[config.mk]
export PLATFORM = sky130hd
export DESIGN_NAME = ser_audio_tx
export DESIGN_NICKNAME = d
export VERILOG_FILES = /design/src/rtl/ser_audio_pkg.sv /design/src/rtl/ser_audio_clkgen.sv /design/src/rtl/ser_audio_insync.sv /design/src/rtl/ser_audio_shifter.sv /design/src/rtl/ser_audio_tx.sv
export SDC_FILE = /design/constraint.sdc
export NUM_CORES = 1
export LEC_CHECK = 0
export ABC_CLOCK_PERIOD_IN_PS = 6600
export CORE_MARGIN = 2
export CORE_UTILIZATION = 57
export CTS_BUF_LIST = sky130_fd_sc_hd__clkbuf_16
export DETAILED_ROUTE_END_ITERATION = 12
export DONT_BUFFER_PORTS = 1
export GPL_TIMING_DRIVEN = 0
export PLACE_DENSITY_LB_ADDON = 0.1
export REMOVE_ABC_BUFFERS = 1
export SLEW_MARGIN = 10
export SYNTH_ARGS = -nofsm -noshare
export SYNTH_HDL_FRONTEND = slang
export SYNTH_SLANG_ARGS = --single-unit
[constraint.sdc]
create_clock -name clk_i -period 6.6 [get_ports clk_i]
set_input_delay 0.99 -clock clk_i [delete_from_list [all_inputs] [get_ports clk_i]]
set_output_delay 0.99 -clock clk_i [all_outputs]
set_load 0.005 [all_outputs]
[src/rtl/ser_audio_pkg.sv]
package ser_audio_pkg;

  typedef enum logic [1:0] {
    FMT_LEFT    = 2'b00,
    FMT_DELAY1  = 2'b01,
    FMT_RIGHT24 = 2'b10,
    FMT_RIGHT20 = 2'b11
  } fmt_e;

  // bit-clock / word-select events in the system clock domain
  typedef struct packed {
    logic fall;     // bit clock fell this cycle
    logic ws_edge;  // word select changed this cycle
    logic ws;       // current word select level
  } bus_ev_t;

endpackage

[src/rtl/ser_audio_clkgen.sv]
module ser_audio_clkgen
  import ser_audio_pkg::*;
#(
  parameter int BCK_HALF   = 4,
  parameter int HALF_SLOTS = 32
) (
  input  logic    clk_i,
  input  logic    rst_ni,
  input  logic    clr_i,
  output logic    bck_o,
  output logic    ws_o,
  output bus_ev_t ev_o
);

  localparam int DIV_W  = (BCK_HALF > 1) ? $clog2(BCK_HALF) : 1;
  localparam int SLOT_W = (HALF_SLOTS > 1) ? $clog2(HALF_SLOTS) : 1;
  localparam logic [DIV_W-1:0]  DIV_LAST  = DIV_W'(BCK_HALF - 1);
  localparam logic [SLOT_W-1:0] SLOT_LAST = SLOT_W'(HALF_SLOTS - 1);

  logic [DIV_W-1:0]  div_q;
  logic [SLOT_W-1:0] slot_q;
  logic bck_q, ws_q, fall_q, edge_q;

  always_ff @(posedge clk_i or negedge rst_ni) begin
    if (!rst_ni) begin
      div_q  <= '0;
      slot_q <= SLOT_LAST;
      bck_q  <= 1'b0;
      ws_q   <= 1'b0;
      fall_q <= 1'b0;
      edge_q <= 1'b0;
    end else if (clr_i) begin
      div_q  <= '0;
      slot_q <= SLOT_LAST;
      bck_q  <= 1'b0;
      ws_q   <= 1'b0;
      fall_q <= 1'b0;
      edge_q <= 1'b0;
    end else begin
      fall_q <= 1'b0;
      edge_q <= 1'b0;
      if (div_q == DIV_LAST) begin
        div_q <= '0;
        bck_q <= ~bck_q;
        if (bck_q) begin
          // falling edge: next slot; word select moves with it
          fall_q <= 1'b1;
          if (slot_q == SLOT_LAST) begin
            slot_q <= '0;
            ws_q   <= ~ws_q;
            edge_q <= 1'b1;
          end else begin
            slot_q <= slot_q + 1'b1;
          end
        end
      end else begin
        div_q <= div_q + 1'b1;
      end
    end
  end

  assign bck_o = bck_q;
  assign ws_o  = ws_q;

  always_comb begin
    ev_o.fall    = fall_q;
    ev_o.ws_edge = edge_q;
    ev_o.ws      = ws_q;
  end

endmodule

[src/rtl/ser_audio_insync.sv]
module ser_audio_insync
  import ser_audio_pkg::*;
#(
  parameter int STAGES = 2
) (
  input  logic    clk_i,
  input  logic    rst_ni,
  input  logic    bck_i,
  input  logic    ws_i,
  output bus_ev_t ev_o
);

  logic [STAGES-1:0] bck_s, ws_s;
  logic bck_d, ws_d;

  generate
    if (STAGES == 1) begin : g_single
      always_ff @(posedge clk_i or negedge rst_ni) begin
        if (!rst_ni) begin
          bck_s <= '0;
          ws_s  <= '0;
        end else begin
          bck_s <= bck_i;
          ws_s  <= ws_i;
        end
      end
    end else begin : g_chain
      always_ff @(posedge clk_i or negedge rst_ni) begin
        if (!rst_ni) begin
          bck_s <= '0;
          ws_s  <= '0;
        end else begin
          bck_s <= {bck_s[STAGES-2:0], bck_i};
          ws_s  <= {ws_s[STAGES-2:0], ws_i};
        end
      end
    end
  endgenerate

  always_ff @(posedge clk_i or negedge rst_ni) begin
    if (!rst_ni) begin
      bck_d <= 1'b0;
      ws_d  <= 1'b0;
    end else begin
      bck_d <= bck_s[STAGES-1];
      ws_d  <= ws_s[STAGES-1];
    end
  end

  always_comb begin
    ev_o.fall    = bck_d & ~bck_s[STAGES-1];
    ev_o.ws_edge = ws_d ^ ws_s[STAGES-1];
    ev_o.ws      = ws_s[STAGES-1];
  end

endmodule

[src/rtl/ser_audio_shifter.sv]
module ser_audio_shifter
  import ser_audio_pkg::*;
#(
  parameter int SAMPLE_W    = 24,
  parameter int NARROW_W    = 20,
  parameter int SLOTS_LONG  = 32,
  parameter int SLOTS_SHORT = 24
) (
  input  logic                clk_i,
  input  logic                rst_ni,
  input  logic                clr_i,
  input  fmt_e                fmt_i,
  input  logic                force_long_i,
  input  bus_ev_t             ev_i,
  input  logic                valid_i,
  input  logic [SAMPLE_W-1:0] left_i,
  input  logic [SAMPLE_W-1:0] right_i,
  output logic                sdata_o
);

  localparam int SR_W     = SLOTS_LONG;
  localparam int CNT_W    = $clog2(SLOTS_LONG + 1) + 1;
  localparam int SPLIT    = (SLOTS_LONG + SLOTS_SHORT) / 2;
  localparam int LEFT_SH  = SR_W - SAMPLE_W;
  localparam int DELAY_SH = LEFT_SH - 1;
  localparam int SHORT_SH = SR_W - SLOTS_SHORT;

  logic [SAMPLE_W-1:0] hold_l_q, hold_r_q;
  logic [SR_W-1:0]     sr_q;
  logic [CNT_W-1:0]    cnt_q;
  logic                sdata_q;

  logic                short_half, left_now;
  logic [SAMPLE_W-1:0] word;
  logic [SR_W-1:0]     wide, narrow, load;

  always_ff @(posedge clk_i or negedge rst_ni) begin
    if (!rst_ni) begin
      hold_l_q <= '0;
      hold_r_q <= '0;
    end else if (clr_i) begin
      hold_l_q <= '0;
      hold_r_q <= '0;
    end else if (valid_i) begin
      hold_l_q <= left_i;
      hold_r_q <= right_i;
    end
  end

  // length of the half that is ending, taken at the word-select edge
  always_comb begin
    short_half = !force_long_i && ((int'(cnt_q) + 1) <= SPLIT);
    left_now   = (fmt_i == FMT_DELAY1) ? !ev_i.ws : ev_i.ws;
    word       = left_now ? hold_l_q : hold_r_q;
    wide       = SR_W'(word);
    narrow     = SR_W'(word[SAMPLE_W-1 -: NARROW_W]);
    unique case (fmt_i)
      FMT_LEFT:    load = wide << LEFT_SH;
      FMT_DELAY1:  load = wide << DELAY_SH;
      FMT_RIGHT24: load = short_half ? (wide << SHORT_SH) : wide;
      FMT_RIGHT20: load = short_half ? (narrow << SHORT_SH) : narrow;
      default:     load = '0;
    endcase
  end

  always_ff @(posedge clk_i or negedge rst_ni) begin
    if (!rst_ni) begin
      sr_q    <= '0;
      cnt_q   <= '0;
      sdata_q <= 1'b0;
    end else if (clr_i) begin
      sr_q    <= '0;
      cnt_q   <= '0;
      sdata_q <= 1'b0;
    end else if (ev_i.ws_edge) begin
      sdata_q <= load[SR_W-1];
      sr_q    <= load << 1;
      cnt_q   <= '0;
    end else if (ev_i.fall) begin
      sdata_q <= sr_q[SR_W-1];
      sr_q    <= sr_q << 1;
      if (cnt_q != '1) cnt_q <= cnt_q + 1'b1;
    end
  end

  assign sdata_o = sdata_q;

endmodule

[src/rtl/ser_audio_tx.sv]
module ser_audio_tx
  import ser_audio_pkg::*;
#(
  parameter int SAMPLE_W    = 24,
  parameter int NARROW_W    = 20,
  parameter int SLOTS_LONG  = 32,
  parameter int SLOTS_SHORT = 24,
  parameter int BCK_HALF    = 4,
  parameter int SYNC_STAGES = 2
) (
  input  logic                clk_i,
  input  logic                rst_ni,
  input  logic                pd_i,
  input  logic                master_i,
  input  logic [1:0]          fmt_i,
  input  logic                valid_i,
  input  logic [SAMPLE_W-1:0] left_i,
  input  logic [SAMPLE_W-1:0] right_i,
  input  logic                bck_i,
  input  logic                lrck_i,
  output logic                bck_o,
  output logic                lrck_o,
  output logic                sdata_o
);

  bus_ev_t gen_ev, ext_ev, bus_ev;
  logic    gen_clr;

  assign gen_clr = pd_i | ~master_i;

  ser_audio_clkgen #(
    .BCK_HALF  (BCK_HALF),
    .HALF_SLOTS(SLOTS_LONG)
  ) clkgen_i (
    .clk_i (clk_i),
    .rst_ni(rst_ni),
    .clr_i (gen_clr),
    .bck_o (bck_o),
    .ws_o  (lrck_o),
    .ev_o  (gen_ev)
  );

  ser_audio_insync #(
    .STAGES(SYNC_STAGES)
  ) insync_i (
    .clk_i (clk_i),
    .rst_ni(rst_ni),
    .bck_i (bck_i),
    .ws_i  (lrck_i),
    .ev_o  (ext_ev)
  );

  assign bus_ev = master_i ? gen_ev : ext_ev;

  ser_audio_shifter #(
    .SAMPLE_W   (SAMPLE_W),
    .NARROW_W   (NARROW_W),
    .SLOTS_LONG (SLOTS_LONG),
    .SLOTS_SHORT(SLOTS_SHORT)
  ) shifter_i (
    .clk_i       (clk_i),
    .rst_ni      (rst_ni),
    .clr_i       (pd_i),
    .fmt_i       (fmt_e'(fmt_i)),
    .force_long_i(master_i),
    .ev_i        (bus_ev),
    .valid_i     (valid_i),
    .left_i      (left_i),
    .right_i     (right_i),
    .sdata_o     (sdata_o)
  );

endmodule

==> results of run 1 <==
## cell type report
cell class              count  share of cell area
clock buffers               9             0.03549
clock inverters             7            0.007689
inverters                   5            0.002957
multi-input cells         477              0.5099
flip-flops and latches    104              0.4111
well taps                 136             0.02681
repair buffers              2            0.006112
## sequential cells by signal, summed over array words and instances, names as in the netlist, 2 cells and up
name                cells
clkgen_i.div_q          2
clkgen_i.slot_q         5
insync_i.bck_s          2
insync_i.ws_s           2
shifter_i.cnt_q         7
shifter_i.hold_l_q     24
shifter_i.hold_r_q     24
shifter_i.sr_q         31
## stage by stage
| stage | total power [mW] | util |
|---|---|---|
| 5_1_grt | 1.436 | 0.6175 |
| 6_report | 1.386 | 0.6175 |
| 3_5_place_dp | 0.8878 | 0.5908 |
| 3_3_place_gp | 0.8814 | 0.5850 |
| 4_1_cts | 1.387 | 0.6175 |
| 2_1_floorplan | 0.8365 | - |
## worst max-delay path by stage
stage | from | endpoint
after floorplan | master_i | shifter_i.sr_q[28]
after detailed placement | master_i | shifter_i.sr_q[24]
after CTS | master_i | shifter_i.sr_q[24]
after global routing | master_i | shifter_i.sr_q[26]
final | master_i | shifter_i.sr_q[24]
after global placement | master_i | shifter_i.sr_q[28]
## logic make-up after synthesis
group / after synthesis / synth area share
AO/OA/AOI/OAI: 130 / 0.1577
XOR/XNOR: 11 / 0.01908
adder cells (fa/ha/maj): 4 / 0.008297
buffers and inverters: 50 / 0.03464
flip-flops: 104 / 0.4325
multiplexers: 110 / 0.1877
AND/OR/NAND/NOR: 222 / 0.1601
## routing by layer
metal	GRT usage	up-vias	wire length (um)
li1	-	2219	-
met1	0.4057	2425	6784
met2	0.4345	266	7088
met3	0.06505	31	1384
met4	0.09276	0	305
met5	0	-	0
## synthesized netlist by cell type (all sizes together) (5+ instances only)
master,number
mux2,5
a221o,5
nor2,82
xnor2,6
nor3,16
nand3,9
xor2,5
buf,16
a21oi,29
o22ai,6
mux2i,104
a211oi,9
dfrtp,99
clkbuf,29
o21ai,13
nand2,82
dfstp,5
nand4,6
a31oi,16
## power by group
group	switching, mW	internal (mW)	total (mW)
combinational	0.110	0.0786	0.189
sequential	0.0239	0.667	0.691
clock	0.250	0.255	0.506
total	0.385	1.00	1.39
==> metrics.cfg, run 1 <==
[clock_network]
cts.htree.levels = 3
cts_root_buf = clkbuf_16
path_clk_slew_ns = 0.08
clockBufferDepth = 2
cts_made_buffers = 9
cts.repair.resized = 0
postCtsHoldBufs = 0
clock_sinks = 104
cts_setup_buffers = 0
tritoncts = yes
clock_latency_ns = 0.36

[global_routing]
grt_pass1_vias = 4764
grt-ovfl-total = 0
grt.total_usage = 0.2851
antenna_found_initial = 0
grt_start_max_net_pins = 105
grt_pass1_wl_mm = 25.39

[sta]
period_needed_ns = 3.497
slew_violations = 0
fin_crit_sh = 0.5299
clock_skew_ns = 0.01090
fmax_mhz = 285.9
finalSetupViolCount = 0
hold_viol_final = 0
relSlewSlack = 0.1921
fin_hold_ws_ns = 0.3225
grt_setup_unrepaired = no
setup_tns_ns = 0
worst_slack_ns = 3.103
worstMarginPinSlew_ns = 1.212

[critical_path]
cp.arrival_ns = 3.74
cp_cell_sequence = mux2i_4, xnor2_4, mux2i_1, mux2i_1, and2_1, o31a_1
r2r_start = clkgen_i.ws_o
crit_top_cell = mux2i_1
reg2reg_depth = 6
crit_path_start_kind = input pin
crit_path_end_kind = flop
cp_top_family = multiplexers
critPathMaxStageDelay_ns = 1.03
cp_max_fo = 25
path_buf_inv = 0
regToRegSetupSlack_ns = 3.30
r2r_end = shifter_i.sr_q[24]
cp.depth = 6
slowest_stage = xnor2_4
path_class = input pin to flop
worstPathRequired_ns = 6.84

[drt]
vias_per_cell = 6.677
first_iter_violations = 519
first_pass_iters = 9
antenna_left = 0
routedWlPerCell_um = 21.03
drt-total-wl_mm = 15.56
remaining_drc_errors = 0
vias = 4941

[power_and_ir_drop]
p_per_area_mw_per_mm2 = 218.4
power.leakage_nw = 2.713
ir_worst_vdd_mv = 0.1237

[cells_and_area]
final_common_cell = mux2i_1
stdcell_count = 740
area_delta_synth_final_pct = 5.206
multi_input_area_mm2 = 0.003236
finalNetCount = 660
fillers = 896
drive_gt1_frac = 0.06954
antenna_cells = 0
seq_area_mm2 = 0.002609
final_area_mm2 = 0.006346
final_cell_mix = 103 x mux2i_1, 99 x dfrtp_1, 81 x nand2_1, 81 x nor2_1, 29 x a21oi_1

[synthesis]
synth_area_leader_cell = dfrtp_1
ys.flop_type = dfrtp_1
synth_seq_area_share = 0.4325
async_flop_share = 1.000
synth_edf_count = 0
ys_seq_elements = 104
synth_top_area_share = 0.4107
synth.area.top_cells = dfrtp_1 41%, mux2i_1 17%, nand2_1 5.0%
netlist_area_mm2 = 0.006032
syn_inst = 631
synthDistinctLibCells = 71
ys_warn_count = 0
postSynthAreaPerCell_um2 = 9.559

[floorplan]
start_util = 0.5869
ioPinCount = 60
num_rows = 37
dieArea_mm2 = 0.01142
core-area_mm2 = 0.01028
die_h_um = 106.9
die_w_um = 106.9

[placed_design]
port_buffers = 0
place_ws_ns = 2.825
numPlacedInstances = 724
detailed_place_hpwl_mm = 9.947
placed_cell_area_mm2 = 0.006072
globalplace.congestion = 0.9251

[job]
max_cap_viol_count = 0

[min_path]
hp-class = input pin to async pin

[status]
status = finished, final reports clean

Note: power is estimated with default switching activity, not from simulation.
==> run 2: changes to the inputs <==
Settings changed: ABC_CLOCK_PERIOD_IN_PS 6600 to 3080.
Clock period 6.6 ns to 3.08 ns, I/O delays scaled along.
==> metrics.cfg, run 2 (synthesized netlist as in run 1, its figures left out) <==
[status]
status = finished, final reports clean  ; unchanged

[global_routing]
grt-ovfl-total = 0  ; unchanged
grt.total_usage = 0.2905  ; was 0.2851
grt_pass1_vias = 4822  ; was 4764
grt_start_max_net_pins = 105  ; unchanged
grt_pass1_wl_mm = 25.76  ; was 25.39 mm
antenna_found_initial = 0  ; unchanged

[critical_path]
slowest_stage = o21a_2  ; was xnor2_4
critPathMaxStageDelay_ns = 0.69  ; was 1.03 ns
crit_path_start_kind = flop  ; was input pin
cp_cell_sequence = xnor2_1, o21a_2, nand2b_1, nor2_2, a222oi_1, inv_1  ; was mux2i_4, xnor2_4, mux2i_1, mux2i_1, and2_1, o31a_1
path_class = flop to flop  ; was input pin to flop
crit_path_end_kind = flop  ; unchanged
r2r_end = shifter_i.sr_q[7]  ; was shifter_i.sr_q[24]
worstPathRequired_ns = 3.37  ; was 6.84 ns
cp.arrival_ns = 3.25  ; was 3.74 ns
reg2reg_depth = 6  ; unchanged
r2r_start = insync_i.ws_s[1]  ; was clkgen_i.ws_o
cp_max_fo = 35  ; was 25
regToRegSetupSlack_ns = 0.12  ; was 3.30 ns

[job]
max_cap_viol_count = 0  ; unchanged

[drt]
first_iter_violations = 650  ; was 519
routedWlPerCell_um = 21.43  ; was 21.03 um
vias = 5013  ; was 4941
vias_per_cell = 6.693  ; was 6.677
first_pass_iters = 5  ; was 9
drt-total-wl_mm = 16.05  ; was 15.56 mm
antenna_left = 0  ; unchanged
remaining_drc_errors = 0  ; unchanged

[clock_network]
tritoncts = yes  ; unchanged
clockBufferDepth = 2  ; unchanged
cts_root_buf = clkbuf_16  ; unchanged
cts.htree.levels = 3  ; unchanged
cts_made_buffers = 9  ; unchanged
path_clk_slew_ns = 0.08  ; about the same
clock_latency_ns = 0.36  ; about the same
clock_sinks = 104  ; unchanged

[cells_and_area]
final_cell_mix = 103 x mux2i_1, 99 x dfrtp_1, 81 x nand2_1, 80 x nor2_1, 29 x a21oi_1  ; was 103 x mux2i_1, 99 x dfrtp_1, 81 x nand2_1, 81 x nor2_1, 29 x a21oi_1
finalNetCount = 669  ; was 660
fillers = 887  ; was 896
final_common_cell = mux2i_1  ; unchanged
antenna_cells = 0  ; unchanged
area_delta_synth_final_pct = 7.052  ; was 5.206%
largest_reg_flops = 31  ; unchanged
top_register = shifter_i.sr_q  ; unchanged
reg_top3 = shifter_i.sr_q: 31 flops, shifter_i.hold_l_q: 24 flops, shifter_i.hold_r_q: 24 flops  ; unchanged
drive_gt1_frac = 0.08483  ; was 0.06954

[power_and_ir_drop]
ir_worst_vdd_mv = 0.2633  ; was 0.1237 mV
power.leakage_nw = 2.772  ; was 2.713 nW
p_per_area_mw_per_mm2 = 468.7  ; was 218.4 mW/mm^2

[sta]
fin_hold_ws_ns = 0.03134  ; was 0.3225 ns
fin_crit_sh = 0.9596
worst_slack_ns = 0.1243  ; was 3.103 ns
clock_skew_ns = 0.01429  ; was 0.01090 ns
relSlewSlack = 0.2129  ; was 0.1921
period_needed_ns = 2.956
hold_viol_final = 0  ; unchanged
finalSetupViolCount = 0  ; unchanged
slew_violations = 0  ; unchanged
worstMarginPinSlew_ns = 1.175  ; was 1.212 ns
fmax_mhz = 338.3

[floorplan]
ioPinCount = 60  ; unchanged
dieArea_mm2 = 0.01142  ; unchanged
start_util = 0.5869  ; unchanged
die_h_um = 106.9  ; unchanged
core-area_mm2 = 0.01028  ; unchanged
num_rows = 37  ; unchanged
die_w_um = 106.9  ; unchanged

[placed_design]
globalplace.congestion = 0.9251  ; unchanged
detailed_place_hpwl_mm = 9.947  ; unchanged
place_ws_ns = -0.1666  ; was 2.825 ns
port_buffers = 0  ; unchanged

[min_path]
hp-class = input pin to async pin  ; unchanged

[run 2: changes by cell type in the layout (fill, tap and decap cells not counted), sizes merged]
cell and change:
xnor2 +1, buf +8
[run 2: layout make-up]
type | instances | area, um^2 | area share
inverter | 5 | 18.77 | 0.002906
sequential | 104 | 2609 | 0.4040
timing repair buffer | 10 | 131.4 | 0.02034
tap | 136 | 170.2 | 0.02635
clock inverter | 7 | 48.80 | 0.007557
multi-input combinational | 478 | 3254 | 0.5040
clock buffer | 9 | 225.2 | 0.03488
[run 2: stage by stage]
step	utilization	instance area, um^2	std cells	setup TNS (ns)	power [mW]
6_report	0.6283	6457	749	0	3.026
5_1_grt	0.6283	6457	749	-0.09252	3.128
4_1_cts	0.6252	6425	745	0	3.013
3_5_place_dp	0.5908	6072	724	-0.4119	1.902
3_3_place_gp	0.5850	6012	722	-17.45	1.889
2_1_floorplan	-	5842	586	0	1.793
[run 2: timing repair]
action / CTS / global route
endpoints found under the setup margin: 6 / 10
pin swaps: 2 / 0
setup buffers: 3 / 4
hold endpoints to repair: 104 / 0
hold buffers: 1 / 0
gates cloned: 1 / 0
resized for setup: 0 / 1
[run 2: worst max-delay path by stage]
stage | start | end | cells after the start
detailed placement | master_i | shifter_i.sr_q[24] | 6
global placement | master_i | shifter_i.sr_q[28] | 6
finish | insync_i.ws_s[1] | shifter_i.sr_q[7] | 6
global route | insync_i.ws_s[1] | shifter_i.sr_q[5] | 6
CTS | insync_i.ws_s[1] | shifter_i.sr_q[7] | 6
floorplan | master_i | shifter_i.sr_q[28] | 6
[run 2: report_power, final]
group	total (mW)	switching, mW	internal [mW]
Sequential	1.48	0.0515	1.43
Combinational	0.451	0.271	0.180
Clock	1.09	0.546	0.547
Total	3.03	0.869	2.16
[run 2: critical path, delay by kind of cell (launching register included)]
kind	cells	cell delay, ns
DFF	1	0.44
buffers and inverters	1	0.08
AOI/OAI and AO/OA	2	0.89
xor gates and xnor gates	1	0.25
and+or+nand+nor	2	1.22
[run 2: layer usage]
metal  up-vias  share of wire  global-route usage
li1       2246              -                   -
met1      2451           0.43              0.4148
met3        38          0.099             0.06505
met4         0          0.022              0.1067
met2       278           0.45              0.4359
met5         -              0                   0
